--- src/rtl/fetch_pkg.sv ---
package fetch_pkg;

  // Source chosen for the next program counter value
  typedef enum logic [1:0] {
    NPC_SEQ  = 2'd0,
    NPC_BRCH = 2'd1,
    NPC_JUMP = 2'd2
  } npc_src_e;

  // Architectural constants of the instruction word layout
  localparam int unsigned XLEN_DEF  = 32;
  localparam int unsigned IMM_W_DEF = 16;
  localparam int unsigned TGT_W_DEF = 26;

endpackage

--- src/rtl/fetch_imem.sv ---
module fetch_imem #(
  parameter int unsigned IDX_W  = 6,
  parameter int unsigned WORD_W = 32
) (
  input  logic              clk,
  input  logic              we,
  input  logic [IDX_W-1:0]  waddr,
  input  logic [WORD_W-1:0] wdata,
  input  logic [IDX_W-1:0]  raddr,
  output logic [WORD_W-1:0] rdata
);

  localparam int unsigned DEPTH = 1 << IDX_W;

  logic [WORD_W-1:0] mem_q [DEPTH];

  // Single write port, asynchronous read (distributed RAM style)
  always_ff @(posedge clk) begin
    if (we) begin
      mem_q[waddr] <= wdata;
    end
  end

  assign rdata = mem_q[raddr];

endmodule

--- src/rtl/fetch_npc_calc.sv ---
module fetch_npc_calc
  import fetch_pkg::*;
#(
  parameter int unsigned XLEN  = XLEN_DEF,
  parameter int unsigned IMM_W = IMM_W_DEF,
  parameter int unsigned TGT_W = TGT_W_DEF
) (
  input  logic [XLEN-1:0]  pc,
  input  logic [TGT_W-1:0] tgt_field,
  input  logic             br_req,
  input  logic             eq_flag,
  input  logic             jmp,
  output logic [XLEN-1:0]  npc
);

  localparam int unsigned IMM_PAD = XLEN - IMM_W - 2;
  localparam int unsigned REG_W   = XLEN - TGT_W - 2;

  logic [IMM_W-1:0] imm;
  logic [XLEN-1:0]  seq_addr;
  logic [XLEN-1:0]  br_off;
  logic [XLEN-1:0]  br_addr;
  logic [XLEN-1:0]  jmp_addr;
  logic [XLEN-1:0]  br_mux;
  logic             br_taken;
  npc_src_e         src;

  assign imm      = tgt_field[IMM_W-1:0];
  assign seq_addr = pc + XLEN'(4);
  assign br_off   = {{IMM_PAD{imm[IMM_W-1]}}, imm, 2'b00};
  assign br_addr  = seq_addr + br_off;
  // Region bits come from the current address
  assign jmp_addr = {pc[XLEN-1 -: REG_W], tgt_field, 2'b00};
  assign br_taken = br_req & eq_flag;

  always_comb begin
    if (jmp)           src = NPC_JUMP;
    else if (br_taken) src = NPC_BRCH;
    else               src = NPC_SEQ;
  end

  // First stage: sequential versus branch; second stage: jump override
  always_comb begin
    br_mux = (src == NPC_BRCH) ? br_addr : seq_addr;
    npc    = (src == NPC_JUMP) ? jmp_addr : br_mux;
  end

endmodule

--- src/rtl/fetch_pc_reg.sv ---
module fetch_pc_reg #(
  parameter int unsigned XLEN     = 32,
  parameter logic [XLEN-1:0] RESET_PC = '0
) (
  input  logic            clk,
  input  logic            rst,
  input  logic [XLEN-1:0] npc,
  output logic [XLEN-1:0] pc
);

  always_ff @(posedge clk) begin
    if (rst) pc <= RESET_PC;
    else     pc <= npc;
  end

endmodule

--- src/rtl/fetch_npc_unit.sv ---
module fetch_npc_unit
  import fetch_pkg::*;
#(
  parameter int unsigned IDX_W = 6,
  parameter int unsigned XLEN  = XLEN_DEF,
  parameter int unsigned IMM_W = IMM_W_DEF,
  parameter int unsigned TGT_W = TGT_W_DEF
) (
  input  logic             clk,
  input  logic             rst,
  input  logic             br_req,
  input  logic             eq_flag,
  input  logic             jmp,
  input  logic             ld_en,
  input  logic [IDX_W-1:0] ld_addr,
  input  logic [XLEN-1:0]  ld_data,
  output logic [XLEN-1:0]  instr,
  output logic [XLEN-1:0]  pc
);

  logic [XLEN-1:0]  npc;
  logic [IDX_W-1:0] rd_idx;

  assign rd_idx = pc[IDX_W+1:2];

  fetch_imem #(
    .IDX_W (IDX_W),
    .WORD_W(XLEN)
  ) imem_i (
    .clk  (clk),
    .we   (ld_en),
    .waddr(ld_addr),
    .wdata(ld_data),
    .raddr(rd_idx),
    .rdata(instr)
  );

  fetch_npc_calc #(
    .XLEN (XLEN),
    .IMM_W(IMM_W),
    .TGT_W(TGT_W)
  ) calc_i (
    .pc       (pc),
    .tgt_field(instr[TGT_W-1:0]),
    .br_req   (br_req),
    .eq_flag  (eq_flag),
    .jmp      (jmp),
    .npc      (npc)
  );

  fetch_pc_reg #(
    .XLEN(XLEN)
  ) pcr_i (
    .clk(clk),
    .rst(rst),
    .npc(npc),
    .pc (pc)
  );

endmodule

--- config.mk ---
export PLATFORM = sky130hd
export DESIGN_NAME = fetch_npc_unit
export DESIGN_NICKNAME = d
export VERILOG_FILES = /design/src/rtl/fetch_pkg.sv /design/src/rtl/fetch_imem.sv /design/src/rtl/fetch_npc_calc.sv /design/src/rtl/fetch_pc_reg.sv /design/src/rtl/fetch_npc_unit.sv
export SDC_FILE = /design/constraint.sdc
export NUM_CORES = 2
export LEC_CHECK = 0
export BUFFER_PORTS_ARGS = -buffer_cell sky130_fd_sc_hd__buf_2
export CORE_MARGIN = 3
export CORE_UTILIZATION = 47
export CTS_CLUSTER_DIAMETER = 150
export DETAILED_ROUTE_END_ITERATION = 10
export HOLD_SLACK_MARGIN = 0.02
export PLACE_DENSITY = 0.62
export SLEW_MARGIN = 20
export SYNTH_ARGS = -nofsm -noshare
export SYNTH_HDL_FRONTEND = slang
export SYNTH_SLANG_ARGS = --single-unit
--- constraint.sdc ---
create_clock -name clk -period 15.15 [get_ports clk]
set_input_delay 3.7875 -clock clk [delete_from_list [all_inputs] [get_ports clk]]
set_output_delay 3.7875 -clock clk [all_outputs]
set_load 0.02 [all_outputs]
==> impl_results.md <==
* Largest net degree at the start of global routing at around 160
* Most used DFF post-synth: edfxtp_1
* Post-CTS Setup Bufs at 0
* Syn_area_per_cell at 23.9 um^2
* Crit end category: output pin
* Setup TNS at 0 ns
* Synth Instances at ~3400
* Worst-Skew Late Latency at around 0.84 ns
* GR Overflow Total at 0
* Synth top area cells: edfxtp_1 76%, mux4_2 19%, dfxtp_1 0.74%
* Ys Warns at 0
* CTS Buf Count at a little over 200
* Post-synth EDFFs at a little over 2000
* Via density per instance at 6.37
* Clock Path Buffers at 3
* CTS clk-pin slew, worst paths at 0.06 ns
* Final hold violation count at 0
* Core box area at 170000 um^2
* # rows at 151
* Status: complete, no violations
* Hold-fix buffer count after cts at 0
* Final instance area at 91200 um^2
* Final ANT Viol Nets at 0
* Worst-Margin Slew at 1.16 ns
* GRT Util Overall at ~25%
* # setup viols final at 0
* Global-route wire length before repair at approximately 310 mm
* GRT met2 Usage at between 40 and 50%
* FMAX at about 110 MHz
* CP max FO at 107
* Biggest area consumer among synthesized cells: edfxtp_1
* Crit start category: flip-flop
* Post-CTS Resized at 0
* H-tree depth at 4
* Placement Cell Area at 84800 um^2
* # nets final at 3692
* Worst Path Required at ~11 ns
* Tmin final at 9.26 ns
* Die width at roughly 420 um
* Die Area at roughly 180000 um^2
* Wire per inst at ~36 um
* PD cells at between 150 and 200 nW/um^2
* TritonCTS clock tree: done
* Pre-antenna DRT Iters at 7
* Synthesis-to-finish area growth at 12.8%
* Max-cap violation count at 0
* Setup Crit Path Kind: flip-flop to output pin
* Worst slew margin at between 20 and 25%
* Ys async rst share at 0%
* Synth unique cells at 55
* Pre-CTS WS at about 6.5 ns
* Met3 Track Usage GR at 4.26%
* Root cell of the clock tree: clkbuf_16
* Worst min-delay path category: flip-flop to flip-flop
* CP Data Arrival Time at between 5 and 6 ns
* Sequential share of the synthesized area at 76.8%
* Setup WS post-layout at slightly below 6 ns
* Initial antenna violation count at 15
* Most Used Layer, Global Route: met2
* Total wire length at roughly 220 mm
* Clock sink count at a little over 2000
* Vias in the first global route at 38400
* # DRC at 0
* Final GP Congestion at between 0.8 and 0.9
* Post-Syn Area at slightly above 80000 um^2
* Starting Density at between 40% and 50%
* # port buffers at 105
* Final Cycle Share at 61.1%
* Fin. max-slew vios at 0
* Pleak at approximately 28 nW
* Synthesized flop and latch total at 2078
* Io pins at approximately 110
* Worst Skew at approximately 0.054 ns
* Vias at around 39000
* Synth top area share at between 70% and 80%
* Peak supply drop at approximately 180 uV
* 1st-iter DRT viols at about 5400
* Layout cells sized above 1 at about 32%
* Die height at 421 um
* Post-DP HPWL at between 100 and 150 mm
* RSZ-0062 raised after global routing: false
* M1 GR Usage at about 36%
## layer usage
layer | up-vias | share of wire (%) | wire (um)
li1 | 15100 | - | -
met1 | 21200 | 40 | 87600
met2 | 1994 | 48 | 107000
met3 | 375 | 8.6 | 19000
met4 | 0 | 3.3 | 7220
met5 | - | 0 | 0
## state kept, by name (all words and copies together) (netlist names)
signal,cells
imem_i.mem_q,2048
pcr_i.pc,30
## power by group
| group | internal [mW] | leakage, nW | switching (mW) |
|---|---|---|---|
| logic | 1.95 | 5.90 | 2.31 |
| registers | 6.39 | 18.7 | 0.192 |
| clock network | 2.70 | 3.09 | 2.14 |
| total | 11.0 | 27.7 | 4.65 |
## cell type report
class / instances / area, um^2
inverters: 7 / 26.3
clock buffers: 266 / 5390
diodes: 8 / 20.0
multi-input cells: 1124 / 18400
well taps: 2295 / 2870
clock inverters: 107 / 960
repair buffers: 201 / 1420
flip-flops and latches: 2078 / 62100
fillers: 12700 / 79000
## logic make-up (layout without fill, tap and decap cells)
logic type                 Yosys count  in the layout  share of synthesized area [%]
AOI/OAI and AO/OA                  142            142                           1.16
and+or+nand+nor                    227            227                           1.32
DFF                               2078           2078                           76.8
xor gates and xnor gates            51             51                          0.552
adders and majority gates           31             31                          0.489
buffers and inverters              183            581                           1.06
other                                1             10                        0.00464
muxes                              671            671                           18.6
## worst paths after layout
path	cells past startpoint	slack, ns	end	from
setup reg to reg	17	7.24	pcr_i.pc[22]	pcr_i.pc[2]
setup / recovery	7	5.89	instr[24]	pcr_i.pc[2]
hold / removal	2	0.57	pcr_i.pc[31]	pcr_i.pc[31]
hold reg to reg	2	0.57	pcr_i.pc[31]	pcr_i.pc[31]
## cell usage in the layout, fill, tap and decap left out, types with 15 or more instances in the layout
cell / n
nand3_1: 20
nor2_4: 62
mux4_2: 667
clkinv_2: 31
dfxtp_1: 24
xor2_1: 20
a21oi_1: 34
clkbuf_1: 58
o21ai_0: 20
buf_4: 89
clkinv_1: 47
buf_2: 100
clkbuf_16: 205
a22oi_1: 16
nor2_1: 37
ha_1: 30
edfxtp_1: 2048
a211oi_1: 15
nand2_1: 41
xnor2_1: 31
## worst max-delay path: stages (launching register included)
cell and delay (ns):
dfxtp_4 0.78, buf_4 0.56, buf_12 0.63, buf_4 0.62, mux4_2 0.59, mux4_2 0.48, mux4_2 0.56, buf_2 0.20
## Yosys cell counts, drive strengths merged (2+ instances only)
master,count
a211oi,15
nand2b,5
o21bai,4
o21a,6
a22oi,16
o21ai,21
and4,4
a2111oi,3
nand4,10
mux2i,3
nand4b,2
or3b,2
nor3,8
nor2,100
clkbuf,89
a31oi,8
ha,30
a21oi,34
and2,3
a21o,14
o211ai,2
nand2,42
buf,87
nand3,20
and3,7
dfxtp,30
xnor2,31
a221oi,3
or4,2
nor2b,12
edfxtp,2048
or2,2
mux4,667
inv,7
nand3b,4
xor2,20
o221ai,6
o22ai,4
## per-stage QoR
stage          cells  util [%]  hold WS (ns)  power (mW)
2_1_floorplan   3385         -         0.631        9.60
3_3_place_gp    5700      49.8         0.548        11.0
4_1_cts         6075      53.5         0.577        15.8
5_1_grt         6083      53.6         0.604        16.3
3_5_place_dp    5702      49.8         0.564        11.0
6_report        6086      53.6         0.569        15.7
(Power assumes the default switching activity.)
